## src/rtl/rom_rd_pkg.sv

```systemverilog
package rom_rd_pkg;
  typedef enum logic [1:0] {ST_IDLE, ST_WAIT, ST_TURN} rd_state_e;

  function automatic int unsigned max_u(input int unsigned a, input int unsigned b);
    return (a > b) ? a : b;
  endfunction
endpackage

```

## src/rtl/cyc_timer.sv

```systemverilog
module cyc_timer #(
  parameter int unsigned MAX_CYC = 25,
  localparam int unsigned CW = $clog2(MAX_CYC + 1)
) (
  input  logic          clk_i,
  input  logic          rst_ni,
  input  logic          load_i,
  input  logic [CW-1:0] load_val_i,
  output logic          done_o
);
  logic [CW-1:0] cnt_q;

  always_ff @(posedge clk_i or negedge rst_ni) begin
    if (!rst_ni)             cnt_q <= '0;
    else if (load_i)         cnt_q <= load_val_i;
    else if (cnt_q != '0)    cnt_q <= cnt_q - 1'b1;
  end

  assign done_o = (cnt_q == '0);


  load_range_chk: assert property (@(posedge clk_i) disable iff (!rst_ni)
    load_i |-> (load_val_i < CW'(MAX_CYC)));
endmodule

```

## src/rtl/page_tracker.sv

```systemverilog
module page_tracker #(
  parameter int unsigned TAG_W = 19
) (
  input  logic             clk_i,
  input  logic             rst_ni,
  input  logic             open_i,
  input  logic             close_i,
  input  logic [TAG_W-1:0] open_tag_i,
  input  logic             open_byte_i,
  input  logic [TAG_W-1:0] cmp_tag_i,
  input  logic             cmp_byte_i,
  input  logic             kill_i,
  output logic             hit_o,
  output logic             open_o
);
  logic             vld_q;
  logic [TAG_W-1:0] tag_q;
  logic             byte_q;

  always_ff @(posedge clk_i or negedge rst_ni) begin
    if (!rst_ni) begin
      vld_q  <= 1'b0;
      tag_q  <= '0;
      byte_q <= 1'b0;
    end else if (open_i) begin
      vld_q  <= 1'b1;
      tag_q  <= open_tag_i;
      byte_q <= open_byte_i;
    end else if (close_i) begin
      vld_q  <= 1'b0;
    end
  end

  assign hit_o  = vld_q && !kill_i && (tag_q == cmp_tag_i) && (byte_q == cmp_byte_i);
  assign open_o = vld_q;


  close_clears_chk: assert property (@(posedge clk_i) disable iff (!rst_ni)
    (close_i && !open_i) |=> !open_o);
endmodule

```

## src/rtl/idle_timer.sv

```systemverilog
module idle_timer #(
  parameter int unsigned LIMIT = 256,
  localparam int unsigned CW = $clog2(LIMIT + 1)
) (
  input  logic clk_i,
  input  logic rst_ni,
  input  logic run_i,
  output logic expire_o
);
  logic [CW-1:0] cnt_q;

  always_ff @(posedge clk_i or negedge rst_ni) begin
    if (!rst_ni)         cnt_q <= '0;
    else if (!run_i)     cnt_q <= '0;
    else if (!expire_o)  cnt_q <= cnt_q + 1'b1;
  end

  assign expire_o = run_i && (cnt_q == CW'(LIMIT - 1));


  idle_bound_chk: assert property (@(posedge clk_i) disable iff (!rst_ni)
    cnt_q < CW'(LIMIT));
endmodule

```

## src/rtl/page_rom_reader.sv

```systemverilog
module page_rom_reader
  import rom_rd_pkg::*;
#(
  parameter int unsigned ADDR_W    = 23,
  parameter int unsigned DATA_W    = 16,
  parameter int unsigned PAGE_BITS = 4,
  parameter int unsigned RAND_CYC  = 25,
  parameter int unsigned PAGE_CYC  = 8,
  parameter int unsigned OE_CYC    = 8,
  parameter int unsigned TURN_CYC  = 5,
  parameter int unsigned IDLE_CYC  = 256
) (
  input  logic              clk_i,
  input  logic              rst_ni,
  input  logic              req_valid_i,
  output logic              req_ready_o,
  input  logic [ADDR_W-1:0] req_addr_i,
  input  logic              req_byte_i,
  input  logic              flush_i,
  output logic              rsp_valid_o,
  output logic [DATA_W-1:0] rsp_data_o,
  output logic [ADDR_W-2:0] rom_addr_o,
  output logic              rom_a_m1_o,
  output logic              rom_a_m1_oe_o,
  output logic              rom_ce_no,
  output logic              rom_oe_no,
  output logic              rom_byte_no,
  input  logic [DATA_W-1:0] rom_data_i
);
  localparam int unsigned TAG_W     = ADDR_W - PAGE_BITS;
  localparam int unsigned BYTE_W    = DATA_W / 2;
  localparam int unsigned FIRST_CYC = max_u(RAND_CYC, OE_CYC);
  localparam int unsigned MAX_CYC   = max_u(max_u(FIRST_CYC, PAGE_CYC), TURN_CYC);
  localparam int unsigned CW        = $clog2(MAX_CYC + 1);

  rd_state_e         st_q;
  logic [ADDR_W-1:0] addr_q;
  logic              byte_q;
  logic              ce_n_q, oe_n_q;
  logic              rsp_vld_q;
  logic [DATA_W-1:0] rsp_q;

  logic          accept, hit, pg_open, t_done, t_load, expire, close_pg, sample;
  logic [CW-1:0] t_val;

  assign req_ready_o = (st_q == ST_IDLE);
  assign accept      = req_valid_i && req_ready_o;
  assign sample      = (st_q == ST_WAIT) && t_done;
  assign close_pg    = (st_q == ST_IDLE) && !req_valid_i && !ce_n_q && (flush_i || expire);

  page_tracker #(.TAG_W(TAG_W)) u_page (
    .clk_i       (clk_i),
    .rst_ni      (rst_ni),
    .open_i      (sample),
    .close_i     (close_pg),
    .open_tag_i  (addr_q[ADDR_W-1:PAGE_BITS]),
    .open_byte_i (byte_q),
    .cmp_tag_i   (req_addr_i[ADDR_W-1:PAGE_BITS]),
    .cmp_byte_i  (req_byte_i),
    .kill_i      (flush_i),
    .hit_o       (hit),
    .open_o      (pg_open)
  );

  idle_timer #(.LIMIT(IDLE_CYC)) u_idle (
    .clk_i    (clk_i),
    .rst_ni   (rst_ni),
    .run_i    ((st_q == ST_IDLE) && pg_open && !req_valid_i),
    .expire_o (expire)
  );

  always_comb begin
    t_load = 1'b0;
    t_val  = '0;
    if (accept) begin
      t_load = 1'b1;
      t_val  = hit ? CW'(PAGE_CYC - 1) : CW'(FIRST_CYC - 1);
    end else if (close_pg) begin
      t_load = 1'b1;
      t_val  = CW'(TURN_CYC - 1);
    end
  end

  cyc_timer #(.MAX_CYC(MAX_CYC)) u_timer (
    .clk_i      (clk_i),
    .rst_ni     (rst_ni),
    .load_i     (t_load),
    .load_val_i (t_val),
    .done_o     (t_done)
  );

  always_ff @(posedge clk_i or negedge rst_ni) begin
    if (!rst_ni) begin
      st_q      <= ST_IDLE;
      addr_q    <= '0;
      byte_q    <= 1'b0;
      ce_n_q    <= 1'b1;
      oe_n_q    <= 1'b1;
      rsp_vld_q <= 1'b0;
      rsp_q     <= '0;
    end else begin
      rsp_vld_q <= 1'b0;
      unique case (st_q)
        ST_IDLE: begin
          if (accept) begin
            addr_q <= req_addr_i;
            byte_q <= req_byte_i;
            ce_n_q <= 1'b0;
            oe_n_q <= 1'b0;
            st_q   <= ST_WAIT;
          end else if (close_pg) begin
            ce_n_q <= 1'b1;
            oe_n_q <= 1'b1;
            st_q   <= ST_TURN;
          end
        end
        ST_WAIT: begin
          if (t_done) begin
            rsp_vld_q <= 1'b1;
            rsp_q     <= byte_q ? {{(DATA_W-BYTE_W){1'b0}}, rom_data_i[BYTE_W-1:0]} : rom_data_i;
            st_q      <= ST_IDLE;
          end
        end
        ST_TURN: begin
          if (t_done) st_q <= ST_IDLE;
        end
        default: st_q <= ST_IDLE;
      endcase
    end
  end

  assign rom_addr_o    = addr_q[ADDR_W-1:1];
  assign rom_a_m1_o    = byte_q && addr_q[0];
  assign rom_a_m1_oe_o = byte_q;
  assign rom_byte_no   = !byte_q;
  assign rom_ce_no     = ce_n_q;
  assign rom_oe_no     = oe_n_q;
  assign rsp_valid_o   = rsp_vld_q;
  assign rsp_data_o    = rsp_q;


  pins_stable_chk: assert property (@(posedge clk_i) disable iff (!rst_ni)
    (st_q == ST_WAIT) |=> ($stable(rom_addr_o) && $stable(rom_byte_no) && $stable(rom_a_m1_o)));

  enables_low_chk: assert property (@(posedge clk_i) disable iff (!rst_ni)
    (st_q == ST_WAIT) |-> (!rom_ce_no && !rom_oe_no));

  one_outstanding_chk: assert property (@(posedge clk_i) disable iff (!rst_ni)
    accept |=> !req_ready_o);

  rsp_pulse_chk: assert property (@(posedge clk_i) disable iff (!rst_ni)
    rsp_valid_o |=> !rsp_valid_o);

  turn_hold_chk: assert property (@(posedge clk_i) disable iff (!rst_ni)
    $rose(rom_ce_no) |-> !req_ready_o);
endmodule

```

## config.mk

```make
export PLATFORM = sky130hd
export DESIGN_NAME = page_rom_reader
export DESIGN_NICKNAME = d
export VERILOG_FILES = /design/src/rtl/rom_rd_pkg.sv /design/src/rtl/cyc_timer.sv /design/src/rtl/page_tracker.sv /design/src/rtl/idle_timer.sv /design/src/rtl/page_rom_reader.sv
export SDC_FILE = /design/constraint.sdc
export NUM_CORES = 1
export LEC_CHECK = 0
export BUFFER_PORTS_ARGS = -buffer_cell sky130_fd_sc_hd__buf_4
export CAP_MARGIN = 20
export CORE_MARGIN = 2
export CORE_UTILIZATION = 55
export CTS_CLUSTER_DIAMETER = 40
export DETAILED_ROUTE_END_ITERATION = 12
export PLACE_DENSITY = 0.81
export SETUP_SLACK_MARGIN = 0.05
export SLEW_MARGIN = 20
export SYNTH_ARGS = -nofsm -noshare
export SYNTH_HDL_FRONTEND = slang
export SYNTH_SLANG_ARGS = --single-unit
export TNS_END_PERCENT = 20
```

## constraint.sdc

```tcl
create_clock -name clk_i -period 3.4 [get_ports clk_i]
set_clock_uncertainty 0.15 [all_clocks]
set_input_delay 0.17 -clock clk_i [delete_from_list [all_inputs] [get_ports clk_i]]
set_output_delay 0.17 -clock clk_i [all_outputs]
set_load 0.05 [all_outputs]
```

==> impl_metrics.ini <==
[synth]
synth_top_family_by_area = simple AND/OR/NAND/NOR gates
ys_types = 32
yosysTopAreaCell = dfrtp_1
synth-edff-count = 0
yosys-top-cells-area = dfrtp_1 54%, nand2_1 12%, mux2_2 7.5%
synth_warnings = 0
synth-simple-area-share_pct = 17.7
muxShareOfSynthArea_pct = 7.73
syn_inst = 357
synth_top_area_share_pct = 53.9
async_flop_share_pct = 100
synth_nets = 407
synthAdderAreaFrac_pct = 2.07
synth_xor_area_share_pct = 6.77
synth_compound_area_share_pct = 4.18
yosysSeqAreaShare_pct = 54.6
synth-seq-cells = 79
synthFlopType = dfrtp_1
synth_area_um2 = 3620
synth.avg_cell_area_um2 = 10.1

[clock_network]
cts-buffers-inserted = 9
htreeDepth = 3
tritoncts = done
postCtsSetupBuffers = 0
clk_latency_ns = 0.35
cts_max_path_buffers = 2
cts.clk_slew.worst_paths_ns = 0.08
cts.sinks = 79
cts_resized = 0
cts_root_buf = clkbuf_8

[drt]
drc_errors = 0
drtIter0Drc = 86
met1_length_mm = 3.25
met2_length_mm = 4.10
drt_wl_total_mm = 7.96
routed_via_density = 5.12
via_count = 2810
routedWlPerCell_um = 14.5
dr_wl_met3_um = 435
first_pass_iters = 4
drtAntennaViolNets = 0
highest_layer = met4

[worst_setup_path]
start_kind = register
cp_cell_sequence = ha_1, nand3_1, nor2_1, ha_1, a21oi_1, nor2_1, o21ai_0, and2_1, a22oi_2
crit_arrival_ns = 2.43
startpoint = u_idle.cnt_q[0]
path_class = reg -> reg
r2r-start = u_idle.cnt_q[0]
critPathCaptureType = register
required_ns = 3.48
cp_max_fo = 8
max_stage_delay_ns = 0.41
slowest_stage = dfrtp_1

[timing]
tightest_slew_ns = 0.811
slew_headroom_pct = 45.8
hold_viol_final = 0
fmax_mhz = 424
drv_slew = 0
final-setup-viol-count = 0
setup_tns_ns = 0
fin_crit_sh_pct = 69.3
rsz0062_at_grt = no
period_needed_ns = 2.36

[global_route]
gr-total-overflow = 0
antenna_found_initial = 0
grt_pass1_vias = 2904
grt_max_degree = 80
grt_pass1_wl_mm = 13.5
grt_usage_pct = 23.5

[power]
p_leak_nw = 2.39
ir_drop_mv = 0.737
total_power_w = 0.00465
power.density_nw_per_um2 = 969

[finish]
layout-drive-gt1-share_pct = 29.2
final_cell_mix = 115 x nand2_1, 90 x buf_4, 78 x dfrtp_1
stdcell_count = 549
nNetsFinal = 517
n_antenna_cell = 0
area_growth_pct = 32.4
mostFrequentLayoutCell = nand2_1
fin_area_um2 = 4800

[run]
maxCapViolCount = 0

[floorplan]
ioPinCount = 89
dieHeight_um = 85.2
core_um2 = 6350
dieArea_um2 = 7250
die_w_um = 85.2
rows = 29
start_util_pct = 57.1

[hold_path]
hold_class = in -> reg
hp-start = req_valid_i

[run_status]
status = complete, no violations

[placed_design]
placed_cell_area_um2 = 4180
gp_congestion = 0.747
dp_hpwl_mm = 4.91
io_buffers = 88
place_inst = 491
==> repair_timing <==
item / CTS / global route
endpoints found under the setup margin: 0 / 0
hold buffers: 41 / 0
hold endpoints to repair: 118 / 0
==> cells in the mapped netlist, types with 3 or more instances <==
library cell    n
nand2_1       116
dfrtp_1        78
xor2_1         26
mux2_2         24
buf_4          23
o21ai_0        15
nor2_1         13
buf_2          10
a21oi_1         6
ha_1            6
inv_1           6
nor4_1          4
nand3_1         3
nand4_1         3
==> logic make-up after synthesis <==
kind of cell             Yosys count
XOR/XNOR                          28
buffers and inverters             41
AO/OA/AOI/OAI                     26
multiplexers                      25
AND/OR/NAND/NOR                  152
flip-flops                        79
adder cells (fa/ha/maj)            6
==> metal layers <==
layer	track usage [%]	up-vias
li1	-	1348
met1	28.9	1367
met2	40.6	80
met3	4.96	15
met4	9.09	0
met5	0	-
==> final timing paths <==
path	slack (ns)	to	cells past startpoint
min in group asynchronous	0.10	rsp_data_o[11]	2
hold reg to reg	0.33	rsp_data_o[2]	2
hold / removal	0.02	st_q[0]	3
setup / recovery	1.04	u_timer.cnt_q[1]	9
max in group asynchronous	2.41	rsp_data_o[3]	3
setup reg to reg	1.04	u_timer.cnt_q[1]	9
==> metrics by stage <==
step                      setup slack (ns)  utilization [%]  hold WS, ns
final                                 1.04             75.5       0.0197
after floorplan                       1.25                -       -0.276
after global routing                 0.890             75.5       0.0827
after CTS                             1.05             75.1       0.0211
after detailed placement              1.08             65.8        0.216
after global placement                1.16             65.8        0.208
==> final cells by class <==
| type | instances | area [µm²] |
|---|---|---|
| Clock buffer | 11 | 151 |
| Clock inverter | 5 | 32.5 |
| Fill cell | 423 | 1550 |
| Inverter | 8 | 30.0 |
| Multi-Input combinational cell | 237 | 1400 |
| Sequential cell | 79 | 1980 |
| Tap cell | 77 | 96.3 |
| Timing Repair Buffer | 132 | 1110 |
==> critical path: cells and delay by family, from the launching register on <==
family                   cells  cell delay, ns
AND/OR/NAND/NOR              4            0.50
flip-flops                   1            0.41
AO/OA/AOI/OAI                3            0.66
adder cells (fa/ha/maj)      2            0.52
==> state kept, by name, indices dropped and copies added, names as in the netlist <==
register	cells
rsp_data_o	16
u_page.byte_q	1
u_idle.cnt_q	9
u_page.tag_q	19
rsp_valid_o	1
rom_a_m1_oe_o	1
st_q	2
u_page.open_o	1
u_timer.cnt_q	5
addr_q	23
rom_oe_no	1
==> power breakdown <==
group          internal, W  switching [W]  total, W
clock network     0.000302       0.000347  0.000649
logic             0.000807        0.00157   0.00238
registers          0.00134       0.000281   0.00162
Note: power is estimated with default switching activity, not from simulation.
